### config.mk
export PLATFORM = sky130hd
export DESIGN_NAME = cmd_iop
export DESIGN_NICKNAME = d
export VERILOG_FILES = /design/src/rtl/cmd_iop_pkg.sv /design/src/rtl/iop_cmd_decode.sv /design/src/rtl/iop_xfer_ctr.sv /design/src/rtl/iop_ctrl.sv /design/src/rtl/cmd_iop.sv
export SDC_FILE = /design/constraint.sdc
export NUM_CORES = 1
export LEC_CHECK = 0
export ABC_AREA = 0
export BUFFER_PORTS_ARGS = -buffer_cell sky130_fd_sc_hd__buf_2
export CORE_UTILIZATION = 40
export DETAILED_ROUTE_END_ITERATION = 12
export PLACE_DENSITY = 0.65
export SETUP_SLACK_MARGIN = 0.4
export SYNTH_ARGS = -nofsm -noshare
export SYNTH_HDL_FRONTEND = slang
export SYNTH_SLANG_ARGS = --single-unit
### constraint.sdc
create_clock -name clk -period 2.2 [get_ports clk]
set_clock_uncertainty 0.2 [all_clocks]
set_input_delay 0.22 -clock clk [delete_from_list [all_inputs] [get_ports clk]]
set_output_delay 0.22 -clock clk [all_outputs]
set_load 0.005 [all_outputs]
### src/rtl/cmd_iop_pkg.sv
package cmd_iop_pkg;
   typedef enum logic [2:0] {
      ST_IDLE, ST_FETCH, ST_DECODE, ST_DEV_RD,
      ST_MEM_WR, ST_MEM_RD, ST_DEV_WR, ST_DONE
   } iop_state_e;

   localparam int OP_DEV2MEM = 1;
   localparam int OP_MEM2DEV = 2;
   localparam int CMD_WORDS  = 4;
endpackage

### src/rtl/iop_cmd_decode.sv
module iop_cmd_decode #(
   parameter int OPW      = 4,
   parameter int DEVW     = 4,
   parameter int CNTW     = 16,
   parameter bit CHAIN_EN = 1'b1
) (
   input  logic [OPW+DEVW-1:0] ctl_word,
   input  logic [CNTW-1:0]     cnt_word,
   input  logic                chain_bit,
   output logic                dir_in,
   output logic                op_bad,
   output logic                cnt_none,
   output logic                chain,
   output logic [DEVW-1:0]     dev
);
   import cmd_iop_pkg::*;

   logic [OPW-1:0] op;
   logic           dir_out;

   assign op       = ctl_word[OPW-1:0];
   assign dev      = ctl_word[OPW+DEVW-1:OPW];
   assign dir_in   = (op == OPW'(OP_DEV2MEM));
   assign dir_out  = (op == OPW'(OP_MEM2DEV));
   assign op_bad   = !(dir_in || dir_out);
   assign cnt_none = (cnt_word == '0);

   generate
      if (CHAIN_EN) begin : g_chain
         assign chain = chain_bit;
      end else begin : g_nochain
         assign chain = 1'b0;
      end
   endgenerate
endmodule

### src/rtl/iop_xfer_ctr.sv
module iop_xfer_ctr #(
   parameter int AW   = 16,
   parameter int CNTW = 16
) (
   input  logic            clk,
   input  logic            rst_n,
   input  logic            load,
   input  logic [AW-1:0]   load_addr,
   input  logic [CNTW-1:0] load_cnt,
   input  logic            step,
   output logic [AW-1:0]   addr,
   output logic            cnt_last
);
   logic [CNTW-1:0] left_q;

   always_ff @(posedge clk) begin
      if (!rst_n) begin
         addr   <= '0;
         left_q <= '0;
      end else if (load) begin
         addr   <= load_addr;
         left_q <= load_cnt;
      end else if (step) begin
         addr   <= addr + AW'(1);
         left_q <= left_q - CNTW'(1);
      end
   end

   assign cnt_last = (left_q == CNTW'(1));
endmodule

### src/rtl/iop_ctrl.sv
module iop_ctrl #(
   parameter int AW   = 16,
   parameter int DW   = 32,
   parameter int OPW  = 4,
   parameter int DEVW = 4,
   parameter int CNTW = 16
) (
   input  logic                clk,
   input  logic                rst_n,
   input  logic                start,
   input  logic [AW-1:0]       cmd_ptr,
   input  logic                mem_gnt,
   input  logic [DW-1:0]       mem_rdata,
   input  logic [DW-1:0]       dev_rdata,
   input  logic                dir_in,
   input  logic                op_bad,
   input  logic                cnt_none,
   input  logic                chain,
   input  logic                cnt_last,
   input  logic [AW-1:0]       xfer_addr,
   output logic [OPW+DEVW-1:0] ctl_word,
   output logic [AW-1:0]       addr_word,
   output logic [CNTW-1:0]     cnt_word,
   output logic                chain_bit,
   output logic                ctr_load,
   output logic                ctr_step,
   output logic                mem_req,
   output logic                mem_we,
   output logic [AW-1:0]       mem_addr,
   output logic [DW-1:0]       mem_wdata,
   output logic                dev_rd,
   output logic                dev_wr,
   output logic [DW-1:0]       dev_wdata,
   output logic                busy,
   output logic                irq,
   output logic                err
);
   import cmd_iop_pkg::*;

   localparam int FIW = $clog2(CMD_WORDS);

   iop_state_e     state_q;
   logic [AW-1:0]  ptr_q;
   logic [FIW-1:0] fidx_q;
   logic [DW-1:0]  hold_q;
   logic           last_fetch;

   assign last_fetch = (fidx_q == FIW'(CMD_WORDS - 1));

   always_ff @(posedge clk) begin
      if (!rst_n) begin
         state_q   <= ST_IDLE;
         ptr_q     <= '0;
         fidx_q    <= '0;
         hold_q    <= '0;
         err       <= 1'b0;
         ctl_word  <= '0;
         addr_word <= '0;
         cnt_word  <= '0;
         chain_bit <= 1'b0;
      end else begin
         case (state_q)
            ST_IDLE: if (start) begin
               ptr_q   <= cmd_ptr;
               fidx_q  <= '0;
               err     <= 1'b0;
               state_q <= ST_FETCH;
            end
            ST_FETCH: if (mem_gnt) begin
               case (fidx_q)
                  FIW'(0): ctl_word  <= mem_rdata[OPW+DEVW-1:0];
                  FIW'(1): addr_word <= mem_rdata[AW-1:0];
                  FIW'(2): cnt_word  <= mem_rdata[CNTW-1:0];
                  default: chain_bit <= mem_rdata[0];
               endcase
               fidx_q <= fidx_q + FIW'(1);
               if (last_fetch) state_q <= ST_DECODE;
            end
            ST_DECODE: begin
               if (op_bad) begin
                  err     <= 1'b1;
                  state_q <= ST_DONE;
               end else if (cnt_none) begin
                  if (chain) begin
                     ptr_q   <= ptr_q + AW'(CMD_WORDS);
                     state_q <= ST_FETCH;
                  end else begin
                     state_q <= ST_DONE;
                  end
               end else begin
                  state_q <= dir_in ? ST_DEV_RD : ST_MEM_RD;
               end
            end
            ST_DEV_RD: begin
               hold_q  <= dev_rdata;
               state_q <= ST_MEM_WR;
            end
            ST_MEM_WR: if (mem_gnt) begin
               if (!cnt_last)  state_q <= ST_DEV_RD;
               else if (chain) begin
                  ptr_q   <= ptr_q + AW'(CMD_WORDS);
                  state_q <= ST_FETCH;
               end else state_q <= ST_DONE;
            end
            ST_MEM_RD: if (mem_gnt) begin
               hold_q  <= mem_rdata;
               state_q <= ST_DEV_WR;
            end
            ST_DEV_WR: begin
               if (!cnt_last)  state_q <= ST_MEM_RD;
               else if (chain) begin
                  ptr_q   <= ptr_q + AW'(CMD_WORDS);
                  state_q <= ST_FETCH;
               end else state_q <= ST_DONE;
            end
            default: state_q <= ST_IDLE;
         endcase
      end
   end

   assign ctr_load  = (state_q == ST_DECODE);
   assign ctr_step  = ((state_q == ST_MEM_WR) && mem_gnt) || (state_q == ST_DEV_WR);
   assign mem_req   = (state_q == ST_FETCH) || (state_q == ST_MEM_WR) || (state_q == ST_MEM_RD);
   assign mem_we    = (state_q == ST_MEM_WR);
   assign mem_addr  = (state_q == ST_FETCH) ? ptr_q + AW'(fidx_q) : xfer_addr;
   assign mem_wdata = hold_q;
   assign dev_rd    = (state_q == ST_DEV_RD);
   assign dev_wr    = (state_q == ST_DEV_WR);
   assign dev_wdata = hold_q;
   assign busy      = (state_q != ST_IDLE);
   assign irq       = (state_q == ST_DONE);
endmodule

### src/rtl/cmd_iop.sv
module cmd_iop #(
   parameter int AW       = 16,
   parameter int DW       = 32,
   parameter int OPW      = 4,
   parameter int DEVW     = 4,
   parameter int CNTW     = 16,
   parameter bit CHAIN_EN = 1'b1
) (
   input  logic            clk,
   input  logic            rst_n,
   input  logic            start,
   input  logic [AW-1:0]   cmd_ptr,
   output logic            busy,
   output logic            irq,
   output logic            err,
   output logic            mem_req,
   output logic            mem_we,
   output logic [AW-1:0]   mem_addr,
   output logic [DW-1:0]   mem_wdata,
   input  logic            mem_gnt,
   input  logic [DW-1:0]   mem_rdata,
   output logic [DEVW-1:0] dev_id,
   output logic            dev_rd,
   input  logic [DW-1:0]   dev_rdata,
   output logic            dev_wr,
   output logic [DW-1:0]   dev_wdata
);
   generate
      if (DW < OPW + DEVW) begin : g_bad_ctl
         $error("control word fields exceed DW");
      end
      if (AW > DW || CNTW > DW) begin : g_bad_word
         $error("address or count wider than DW");
      end
   endgenerate

   logic [OPW+DEVW-1:0] ctl_word;
   logic [AW-1:0]       addr_word;
   logic [CNTW-1:0]     cnt_word;
   logic                chain_bit, dir_in, op_bad, cnt_none, chain;
   logic                ctr_load, ctr_step, cnt_last;
   logic [AW-1:0]       xfer_addr;

   iop_cmd_decode #(.OPW(OPW), .DEVW(DEVW), .CNTW(CNTW), .CHAIN_EN(CHAIN_EN)) u_dec (
      .ctl_word(ctl_word), .cnt_word(cnt_word), .chain_bit(chain_bit),
      .dir_in(dir_in), .op_bad(op_bad), .cnt_none(cnt_none),
      .chain(chain), .dev(dev_id)
   );

   iop_xfer_ctr #(.AW(AW), .CNTW(CNTW)) u_ctr (
      .clk(clk), .rst_n(rst_n), .load(ctr_load), .load_addr(addr_word),
      .load_cnt(cnt_word), .step(ctr_step), .addr(xfer_addr), .cnt_last(cnt_last)
   );

   iop_ctrl #(.AW(AW), .DW(DW), .OPW(OPW), .DEVW(DEVW), .CNTW(CNTW)) u_ctrl (
      .clk(clk), .rst_n(rst_n), .start(start), .cmd_ptr(cmd_ptr),
      .mem_gnt(mem_gnt), .mem_rdata(mem_rdata), .dev_rdata(dev_rdata),
      .dir_in(dir_in), .op_bad(op_bad), .cnt_none(cnt_none), .chain(chain),
      .cnt_last(cnt_last), .xfer_addr(xfer_addr),
      .ctl_word(ctl_word), .addr_word(addr_word), .cnt_word(cnt_word),
      .chain_bit(chain_bit), .ctr_load(ctr_load), .ctr_step(ctr_step),
      .mem_req(mem_req), .mem_we(mem_we), .mem_addr(mem_addr),
      .mem_wdata(mem_wdata), .dev_rd(dev_rd), .dev_wr(dev_wr),
      .dev_wdata(dev_wdata), .busy(busy), .irq(irq), .err(err)
   );
endmodule

==> results of run 1 <==
-- cell type report --
cell class,count,share of cell area
Antenna cell,1,0.000182
Clock buffer,19,0.0315
Clock inverter,13,0.00839
Inverter,16,0.00529
Multi-Input combinational cell,672,0.438
Sequential cell,127,0.192
Tap cell,225,0.0205
Timing Repair Buffer,444,0.304
-- registers in the layout (all words and copies together), names as in the netlist --
signal            count
u_ctr.addr           16
u_ctrl.addr_word     16
u_ctrl.cnt_word      16
u_ctrl.ctl_word       8
u_ctrl.ptr_q         16
u_ctrl.chain_bit      1
u_ctrl.dev_wdata     32
u_ctrl.state_q        3
u_ctrl.err            1
u_ctrl.fidx_q         2
u_ctr.left_q         16
-- path summary, 6_finish.rpt --
| check | start | endpoint | slack, ns |
|---|---|---|---|
| min reg2reg | u_ctrl.err | u_ctrl.err | 0.28 |
| max reg2reg | u_ctrl.state_q[0] | u_ctrl.dev_wdata[10] | -0.36 |
| min | dev_rdata[13] | u_ctrl.dev_wdata[13] | 0.005 |
| max | u_ctrl.state_q[0] | u_ctrl.dev_wdata[10] | -0.36 |
-- Yosys cell counts (5+ instances only) --
cell and instances:
sky130_fd_sc_hd__inv_1 15, sky130_fd_sc_hd__nand2_1 95, sky130_fd_sc_hd__nor4_2 6, sky130_fd_sc_hd__clkbuf_1 65, sky130_fd_sc_hd__a211oi_1 38, sky130_fd_sc_hd__a22o_1 7
sky130_fd_sc_hd__a31oi_1 8, sky130_fd_sc_hd__and3_1 8, sky130_fd_sc_hd__and2_1 7, sky130_fd_sc_hd__nor3_1 15, sky130_fd_sc_hd__ha_1 11, sky130_fd_sc_hd__mux2i_1 37
sky130_fd_sc_hd__nand3_1 61, sky130_fd_sc_hd__a21oi_1 100, sky130_fd_sc_hd__a22oi_1 10, sky130_fd_sc_hd__nor2_1 112, sky130_fd_sc_hd__buf_2 5, sky130_fd_sc_hd__or4_1 6
sky130_fd_sc_hd__o31ai_1 7, sky130_fd_sc_hd__o22ai_1 5, sky130_fd_sc_hd__xor2_1 8, sky130_fd_sc_hd__a21o_1 5, sky130_fd_sc_hd__nor4_1 5, sky130_fd_sc_hd__buf_4 36
sky130_fd_sc_hd__nand4_1 9, sky130_fd_sc_hd__xnor2_1 7, sky130_fd_sc_hd__buf_1 5, sky130_fd_sc_hd__dfxtp_1 127, sky130_fd_sc_hd__o21ai_0 42
-- per-stage QoR --
| step | util | worst slack (ns) | power, µW | cell area (µm²) |
|---|---|---|---|---|
| 6_report | 0.791 | -0.361 | 9760 | 13700 |
| 5_1_grt | 0.791 | -0.360 | 9980 | 13700 |
| 4_1_cts | 0.661 | -0.207 | 8320 | 11500 |
| 3_5_place_dp | 0.495 | -0.0891 | 4700 | 8590 |
| 3_3_place_gp | 0.495 | -0.0704 | 4680 | 8590 |
| 2_1_floorplan | - | 0.145 | 4010 | 7420 |
-- what timing repair did --
action | 4_1_cts | 5_1_grt
endpoints found under the setup margin | 142 | 145
gates resized for setup | 232 | 335
cloned | 17 | 14
hold buffers | 70 | 1
pin swaps | 80 | 164
buffers inserted | 47 | 47
endpoints found under the hold margin | 81 | 1
-- critical path, cell delays in order, from the launching register on --
cell	delay, ns
sky130_fd_sc_hd__dfxtp_4	0.37
sky130_fd_sc_hd__buf_6	0.14
sky130_fd_sc_hd__buf_6	0.13
sky130_fd_sc_hd__nand3_4	0.11
sky130_fd_sc_hd__buf_12	0.25
sky130_fd_sc_hd__mux2i_1	0.80
sky130_fd_sc_hd__a211oi_2	0.34
-- report_power, final --
part           switching, µW  total (µW)  internal, µW
registers                245        2710          2460
logic                   2190        4260          2070
clock network           1240        2790          1550
total                   3670        9760          6090
-- routing by layer --
metal,up-vias,wire length (µm),global-route usage
li1,4029,-,-
met1,4659,13600,0.364
met3,383,5020,0.0703
met5,-,80,0
met4,6,4290,0.136
met2,969,18800,0.522
-- cell families after synthesis --
family | after synthesis | share of synthesized area
buf+inv | 127 | 0.0868
flops | 127 | 0.357
compound gates | 257 | 0.227
simple gates | 348 | 0.233
mux | 39 | 0.0552
xor+xnor | 15 | 0.0185
fa+ha+maj | 12 | 0.0221
-- layout by cell type, fill, tap and decap left out, types with 37 or more instances in the layout --
cell type	instances
sky130_fd_sc_hd__a21oi_1	40
sky130_fd_sc_hd__a21oi_2	57
sky130_fd_sc_hd__buf_2	172
sky130_fd_sc_hd__buf_4	88
sky130_fd_sc_hd__buf_6	50
sky130_fd_sc_hd__dfxtp_1	91
sky130_fd_sc_hd__dlygate4sd3_1	71
sky130_fd_sc_hd__mux2i_1	37
sky130_fd_sc_hd__nand2_1	55
sky130_fd_sc_hd__nor2_1	79
==> flow_results.xml, run 1 <==
<?xml version="1.0" encoding="UTF-8"?>
<metrics>
  <group name="run_status">
    <metric name="status" unit="">finished, violations left</metric>
    <metric name="failing_checks" unit="">setup timing</metric>
  </group>
  <group name="sta">
    <metric name="final.setup.tns" unit="ns">-4.98</metric>
    <metric name="finalWorstSetupSlack" unit="ns">-0.361</metric>
    <metric name="post-route-period-util" unit="">1.16</metric>
    <metric name="rsz0062_at_grt" unit="">yes</metric>
    <metric name="transition_time_at_the_pin_with_the_least_slew_margin" unit="ns">0.905</metric>
    <metric name="timing.final.max_slew_violations" unit="">0</metric>
    <metric name="max_slew_margin" unit="">0.380</metric>
    <metric name="hold_viol_final" unit="">0</metric>
    <metric name="timing.final.setup_violations" unit="">32</metric>
    <metric name="fmax" unit="GHz">0.391</metric>
    <metric name="final.min_clock_period" unit="ns">2.56</metric>
    <metric name="hold_slack" unit="ns">0.00454</metric>
  </group>
  <group name="pwr">
    <metric name="power-per-cell-area" unit="mW/mm²">712</metric>
    <metric name="ir_worst_vdd" unit="µV">745</metric>
    <metric name="p_leak" unit="µW">0.00552</metric>
  </group>
  <group name="die">
    <metric name="coreArea" unit="mm²">0.0174</metric>
    <metric name="initial_core_util" unit="">0.410</metric>
    <metric name="floorplan.io_pins" unit="">175</metric>
    <metric name="dieWidth" unit="µm">135</metric>
    <metric name="placementRows" unit="">48</metric>
    <metric name="die_area" unit="mm²">0.0183</metric>
    <metric name="die_h" unit="µm">135</metric>
  </group>
  <group name="synth">
    <metric name="yosysTopAreaCellShare" unit="">0.357</metric>
    <metric name="synth-edff-count" unit="">0</metric>
    <metric name="yosysSeqAreaShare" unit="">0.357</metric>
    <metric name="syn_warnings" unit="">0</metric>
    <metric name="mappedNetlistNets" unit="">1021</metric>
    <metric name="synthDominantAreaCellType" unit="">sky130_fd_sc_hd__dfxtp_1</metric>
    <metric name="synth_cell_types" unit="">64</metric>
    <metric name="synthTopCellsByArea" unit="">sky130_fd_sc_hd__dfxtp_1 (36%), sky130_fd_sc_hd__a21oi_1 (7.0%), sky130_fd_sc_hd__nor2_1 (5.9%), sky130_fd_sc_hd__mux2i_1 (5.2%), sky130_fd_sc_hd__nand2_1 (5.0%)</metric>
    <metric name="dominant_synthesized_flop_cell" unit="">sky130_fd_sc_hd__dfxtp_1</metric>
    <metric name="synth_seq_cells" unit="">127</metric>
    <metric name="postSynthAreaPerCell" unit="µm²">7.70</metric>
    <metric name="postSynthCellCount" unit="">925</metric>
    <metric name="mappedNetlistArea" unit="mm²">0.00712</metric>
    <metric name="synthArstFlopShare" unit="">0</metric>
  </group>
  <group name="routing">
    <metric name="drt-vias-per-instance" unit="">6.62</metric>
    <metric name="tritonroute_pass_1_iters" unit="">7</metric>
    <metric name="number_of_drc_markers_after_the_initial_detailed_route_iteration" unit="">1283</metric>
    <metric name="routed_wire_length_per_instance" unit="µm">27.5</metric>
    <metric name="routed-via-count" unit="">10000</metric>
    <metric name="drc" unit="">0</metric>
    <metric name="detail_route.wirelength" unit="µm">41800</metric>
    <metric name="detail-route-antenna-nets" unit="">0</metric>
  </group>
  <group name="place">
    <metric name="dp_hpwl" unit="µm">15700</metric>
    <metric name="gp_congestion" unit="">0.894</metric>
    <metric name="port-buffer-count" unit="">174</metric>
    <metric name="place.detailed.instances" unit="">1288</metric>
  </group>
  <group name="grt">
    <metric name="grt_overflow" unit="">0</metric>
    <metric name="grt_start_max_net_pins" unit="">63</metric>
    <metric name="grt.total_usage" unit="">0.305</metric>
    <metric name="wire_length_of_the_first_global_routing_pass" unit="µm">43100</metric>
    <metric name="first_global_vias" unit="">8247</metric>
    <metric name="antenna_found_initial" unit="">3</metric>
  </group>
  <group name="worst_setup_path">
    <metric name="startpoint_type" unit="">register</metric>
    <metric name="cp_data_arrival_time" unit="ns">2.61</metric>
    <metric name="critical_path.max_fanout" unit="">32</metric>
    <metric name="timing.critical_path.to_type" unit="">register</metric>
    <metric name="timing.reg2reg.worst_path_depth" unit="">6</metric>
    <metric name="worst_ep_required_time" unit="ns">2.25</metric>
    <metric name="worst-setup-path-type" unit="">reg -&gt; reg</metric>
  </group>
  <group name="finish">
    <metric name="post_route_cells_drive_above_1_share" unit="">0.599</metric>
    <metric name="area_growth_syn_to_fin" unit="%">92.7</metric>
    <metric name="fillerInstances" unit="">868</metric>
    <metric name="fin_cells" unit="">1517</metric>
    <metric name="multi_input_area" unit="mm²">0.00601</metric>
    <metric name="final-seq-area" unit="mm²">0.00263</metric>
    <metric name="finalNetCount" unit="">1374</metric>
  </group>
  <group name="clocking">
    <metric name="clk_latency" unit="ns">0.45</metric>
    <metric name="tritoncts" unit="">built</metric>
    <metric name="clockRootBuffer" unit="">sky130_fd_sc_hd__clkbuf_16</metric>
    <metric name="sinks_on_the_clock_net" unit="">127</metric>
    <metric name="clk_pin_slew" unit="ns">0.06</metric>
    <metric name="tritoncts.num_buffers" unit="">17</metric>
    <metric name="clock_buffer_depth" unit="">2</metric>
    <metric name="cts-htree-levels" unit="">4</metric>
  </group>
  <group name="run">
    <metric name="max-cap-violations" unit="">0</metric>
  </group>
  <group name="worst_hold_path">
    <metric name="hold_path_depth" unit="">3</metric>
    <metric name="holdCritPathClass" unit="">in -&gt; reg</metric>
  </group>
</metrics>
No activity file was read; power rests on OpenSTA's default activity.
==> run 2, diff against run 1 <==
--- a/config.mk
+++ b/config.mk
@@ -13,4 +13,5 @@
 export SETUP_SLACK_MARGIN = 0.4
 export SYNTH_ARGS = -nofsm -noshare
 export SYNTH_HDL_FRONTEND = slang
+export SYNTH_HIERARCHICAL = 1
 export SYNTH_SLANG_ARGS = --single-unit
==> run 2 against run 1 <==
The flow still finishes with violations (setup timing). Wire length down 21%. Core utilization down 3.0 points. Synthesized cell count down 7.1%. Critical endpoint is now u_ctrl/ptr_q[5]. Highest routed layer is now met4.
==> flow_results.xml, run 2 <==
<?xml version="1.0" encoding="UTF-8"?>
<metrics>
  <group name="finish">
    <metric name="fillerInstances" unit="">993</metric>
    <metric name="area_growth_syn_to_fin" unit="%">85.7</metric>
    <metric name="layout.cells.most_common" unit="">sky130_fd_sc_hd__buf_2</metric>
    <metric name="largest_register_ff_count" unit="">32</metric>
    <metric name="design_area" unit="mm²">0.0132</metric>
    <metric name="finalNetCount" unit="">1318</metric>
    <metric name="antenna_diodes" unit="">0</metric>
    <metric name="most-common-layout-cells" unit="">sky130_fd_sc_hd__buf_2 (171), sky130_fd_sc_hd__dfxtp_1 (116), sky130_fd_sc_hd__buf_4 (89)</metric>
    <metric name="post_route_cells_drive_above_1_share" unit="">0.559</metric>
    <metric name="final_core_utilization" unit="">0.761</metric>
  </group>
  <group name="routing">
    <metric name="detail-route-antenna-nets" unit="">0</metric>
    <metric name="maxUsedRoutingLayer" unit="">met4</metric>
    <metric name="drt-vias-per-instance" unit="">5.98</metric>
    <metric name="routed_wire_length_per_instance" unit="µm">22.6</metric>
    <metric name="met3_length" unit="µm">2300</metric>
    <metric name="wirelength_met1" unit="µm">12500</metric>
    <metric name="drc" unit="">0</metric>
    <metric name="number_of_drc_markers_after_the_initial_detailed_route_iteration" unit="">794</metric>
    <metric name="met2RoutedLength" unit="µm">16500</metric>
    <metric name="detail_route.wirelength" unit="µm">33000</metric>
    <metric name="routed-via-count" unit="">8729</metric>
    <metric name="tritonroute_pass_1_iters" unit="">5</metric>
  </group>
  <group name="clocking">
    <metric name="tritoncts.num_buffers" unit="">17</metric>
    <metric name="clock_buffer_depth" unit="">2</metric>
    <metric name="clk_pin_slew" unit="ns">0.06</metric>
    <metric name="cts-htree-levels" unit="">4</metric>
    <metric name="clk_latency" unit="ns">0.43</metric>
    <metric name="tritoncts" unit="">built</metric>
    <metric name="sinks_on_the_clock_net" unit="">127</metric>
    <metric name="clockRootBuffer" unit="">sky130_fd_sc_hd__clkbuf_16</metric>
  </group>
  <group name="grt">
    <metric name="wire_length_of_the_first_global_routing_pass" unit="µm">42700</metric>
    <metric name="grt.total_usage" unit="">0.303</metric>
    <metric name="grt_start_max_net_pins" unit="">48</metric>
    <metric name="grt_overflow" unit="">0</metric>
    <metric name="antenna_found_initial" unit="">0</metric>
    <metric name="first_global_vias" unit="">8083</metric>
  </group>
  <group name="worst_setup_path">
    <metric name="timing.critical_path.to_type" unit="">register</metric>
    <metric name="cp_data_arrival_time" unit="ns">3.22</metric>
    <metric name="critical_path.max_fanout" unit="">7</metric>
    <metric name="reg_to_reg_slack_setup" unit="ns">-0.94</metric>
    <metric name="startpoint_type" unit="">register</metric>
    <metric name="worst_ep_required_time" unit="ns">2.28</metric>
    <metric name="critical_register_to_register_path_endpoint" unit="">u_ctrl/ptr_q[5]</metric>
    <metric name="worst-setup-path-type" unit="">reg -&gt; reg</metric>
    <metric name="critical_path.reg2reg.startpoint" unit="">u_ctr/left_q[5]</metric>
    <metric name="timing.reg2reg.worst_path_depth" unit="">7</metric>
  </group>
  <group name="place">
    <metric name="gp_congestion" unit="">0.814</metric>
    <metric name="dp_hpwl" unit="µm">14600</metric>
    <metric name="placed_area" unit="mm²">0.00872</metric>
    <metric name="port-buffer-count" unit="">174</metric>
  </group>
  <group name="synth">
    <metric name="yosysTopAreaCellShare" unit="">0.359</metric>
    <metric name="synthDominantAreaCellType" unit="">sky130_fd_sc_hd__dfxtp_1</metric>
    <metric name="syn_warnings" unit="">6</metric>
    <metric name="dominant_synthesized_flop_cell" unit="">sky130_fd_sc_hd__dfxtp_1</metric>
    <metric name="mappedNetlistArea" unit="mm²">0.00709</metric>
    <metric name="synth_fa_ha_area_frac" unit="">0.0222</metric>
    <metric name="synth-edff-count" unit="">0</metric>
    <metric name="postSynthAreaPerCell" unit="µm²">8.25</metric>
    <metric name="synth_simple_gate_area_share" unit="">0.216</metric>
    <metric name="synth.most_common_cell" unit="">sky130_fd_sc_hd__dfxtp_1</metric>
    <metric name="synth_compound_area_frac" unit="">0.208</metric>
    <metric name="synthArstFlopShare" unit="">0</metric>
    <metric name="synth.top_cells.by_count" unit="">sky130_fd_sc_hd__dfxtp_1 (127), sky130_fd_sc_hd__nand2_1 (118), sky130_fd_sc_hd__nor2_1 (70), sky130_fd_sc_hd__a21oi_1 (63), sky130_fd_sc_hd__mux2i_1 (45)</metric>
    <metric name="synth_cell_types" unit="">72</metric>
    <metric name="synth_seq_cells" unit="">127</metric>
    <metric name="mappedNetlistNets" unit="">955</metric>
    <metric name="synth_top_family_by_area" unit="">simple AND/OR/NAND/NOR gates</metric>
    <metric name="post_synth_xor_area_fraction" unit="">0.0383</metric>
    <metric name="postSynthCellCount" unit="">859</metric>
    <metric name="yosysSeqAreaShare" unit="">0.359</metric>
    <metric name="synth.area.mux_share" unit="">0.0651</metric>
    <metric name="synthTopCellsByArea" unit="">sky130_fd_sc_hd__dfxtp_1 (36%), sky130_fd_sc_hd__mux2i_1 (6.4%), sky130_fd_sc_hd__nand2_1 (6.2%), sky130_fd_sc_hd__a21oi_1 (4.4%), sky130_fd_sc_hd__buf_4 (4.2%)</metric>
  </group>
  <group name="die">
    <metric name="placementRows" unit="">48</metric>
    <metric name="coreArea" unit="mm²">0.0173</metric>
    <metric name="dieWidth" unit="µm">135</metric>
    <metric name="floorplan.io_pins" unit="">175</metric>
    <metric name="initial_core_util" unit="">0.410</metric>
    <metric name="die_h" unit="µm">135</metric>
    <metric name="die_area" unit="mm²">0.0183</metric>
  </group>
  <group name="run_status">
    <metric name="status" unit="">finished, violations left</metric>
    <metric name="failing_checks" unit="">setup timing</metric>
  </group>
  <group name="worst_hold_path">
    <metric name="hold_path_sink" unit="">u_ctrl/ptr_q[4]</metric>
    <metric name="hold_path_depth" unit="">4</metric>
    <metric name="min_from" unit="">cmd_ptr[4]</metric>
    <metric name="holdCritPathClass" unit="">in -&gt; reg</metric>
  </group>
  <group name="sta">
    <metric name="final.min_clock_period" unit="ns">3.14</metric>
    <metric name="hold_viol_final" unit="">0</metric>
    <metric name="max_slew_margin" unit="">0.571</metric>
    <metric name="rsz0062_at_grt" unit="">yes</metric>
    <metric name="transition_time_at_the_pin_with_the_least_slew_margin" unit="ns">0.644</metric>
    <metric name="post-route-period-util" unit="">1.43</metric>
    <metric name="finalWorstSetupSlack" unit="ns">-0.944</metric>
    <metric name="timing.final.setup_violations" unit="">78</metric>
    <metric name="timing.final.max_slew_violations" unit="">0</metric>
    <metric name="final.setup.tns" unit="ns">-19.40</metric>
    <metric name="fmax" unit="GHz">0.318</metric>
  </group>
  <group name="pwr">
    <metric name="ir_worst_vdd" unit="µV">590</metric>
    <metric name="pwr-share-seq" unit="">0.326</metric>
    <metric name="power.net_switching" unit="µW">2560</metric>
    <metric name="power-per-cell-area" unit="mW/mm²">607</metric>
    <metric name="cell_internal_pwr" unit="µW">5430</metric>
    <metric name="comb_power_share" unit="">0.308</metric>
    <metric name="p_clk_frac" unit="">0.366</metric>
    <metric name="p_leak" unit="µW">0.00557</metric>
    <metric name="switching_share" unit="">0.321</metric>
  </group>
  <group name="run">
    <metric name="max-cap-violations" unit="">0</metric>
  </group>
</metrics>
run 2: power groups by stage:
| stage | clock [µW] | sequential (µW) | combinational, µW |
|---|---|---|---|
| final | 2920 | 2600 | 2460 |
| after global routing | 3050 | 2610 | 2550 |
| after CTS | 2900 | 2580 | 2020 |
| after detailed placement | 0 | 2610 | 1390 |
| after global placement | 0 | 2610 | 1370 |
| after floorplan | 0 | 2600 | 905 |
run 2: what timing repair did:
action                                  4_1_cts  5_1_grt
gates cloned                                 17        5
endpoints found under the setup margin      118      147
pin swaps                                   161       76
hold buffers                                 79        0
resized for setup                           315      155
endpoints found under the hold margin        87        0
setup buffers                                44       32
run 2: cell type report:
cell class / instances / area, µm² / share of cell area
clock buffers: 19 / 453 / 0.0344
clock inverters: 13 / 150 / 0.0114
inverters: 15 / 56.3 / 0.00428
multi-input cells: 615 / 5610 / 0.426
flip-flops and latches: 127 / 2570 / 0.195
well taps: 225 / 282 / 0.0214
repair buffers: 446 / 4040 / 0.307
run 2: kinds of logic (layout without fill, tap and decap cells):
group	after synthesis	after routing
simple gates	313	313
compound gates	213	213
flops	127	127
buf+inv	117	493
mux	46	46
xor+xnor	31	31
fa+ha+maj	12	12
run 2: worst max-delay path by stage:
| stage | cells after the start | to | start |
|---|---|---|---|
| after floorplan | 8 | u_ctrl/ptr_q[15] | u_ctr/left_q[10] |
| after detailed placement | 7 | u_ctrl/ptr_q[5] | u_ctr/left_q[5] |
| after global placement | 8 | u_ctrl/ptr_q[12] | u_ctr/left_q[5] |
| after global routing | 7 | u_ctrl/ptr_q[5] | u_ctr/left_q[5] |
| final | 7 | u_ctrl/ptr_q[5] | u_ctr/left_q[5] |
| after CTS | 8 | u_ctrl/ptr_q[12] | u_ctr/left_q[5] |
run 2: per-layer routing:
layer,track usage,vias to the layer above
li1,-,3790
met1,0.360,4241
met2,0.513,558
met3,0.0670,140
met4,0.154,0
met5,0,-
run 2: worst max-delay path, stage by stage (launching register included):
cell	delay (ns)
sky130_fd_sc_hd__dfxtp_1	0.31
sky130_fd_sc_hd__or4_4	0.55
sky130_fd_sc_hd__or4_4	0.56
sky130_fd_sc_hd__nor3b_4	0.25
sky130_fd_sc_hd__inv_2	0.07
sky130_fd_sc_hd__a221o_2	0.49
sky130_fd_sc_hd__a2111oi_2	0.43
sky130_fd_sc_hd__o32ai_2	0.16
run 2: per-stage QoR:
stage	setup slack [ns]	std cells	total power [µW]	hold WS, ns
floorplan	-0.679	859	3500	0.156
global placement	-0.775	1251	3980	0.241
detailed placement	-0.834	1251	4000	0.247
CTS	-0.789	1423	7500	0.0268
global route	-0.963	1460	8220	0.0772
finish	-0.944	1460	7990	0.0394
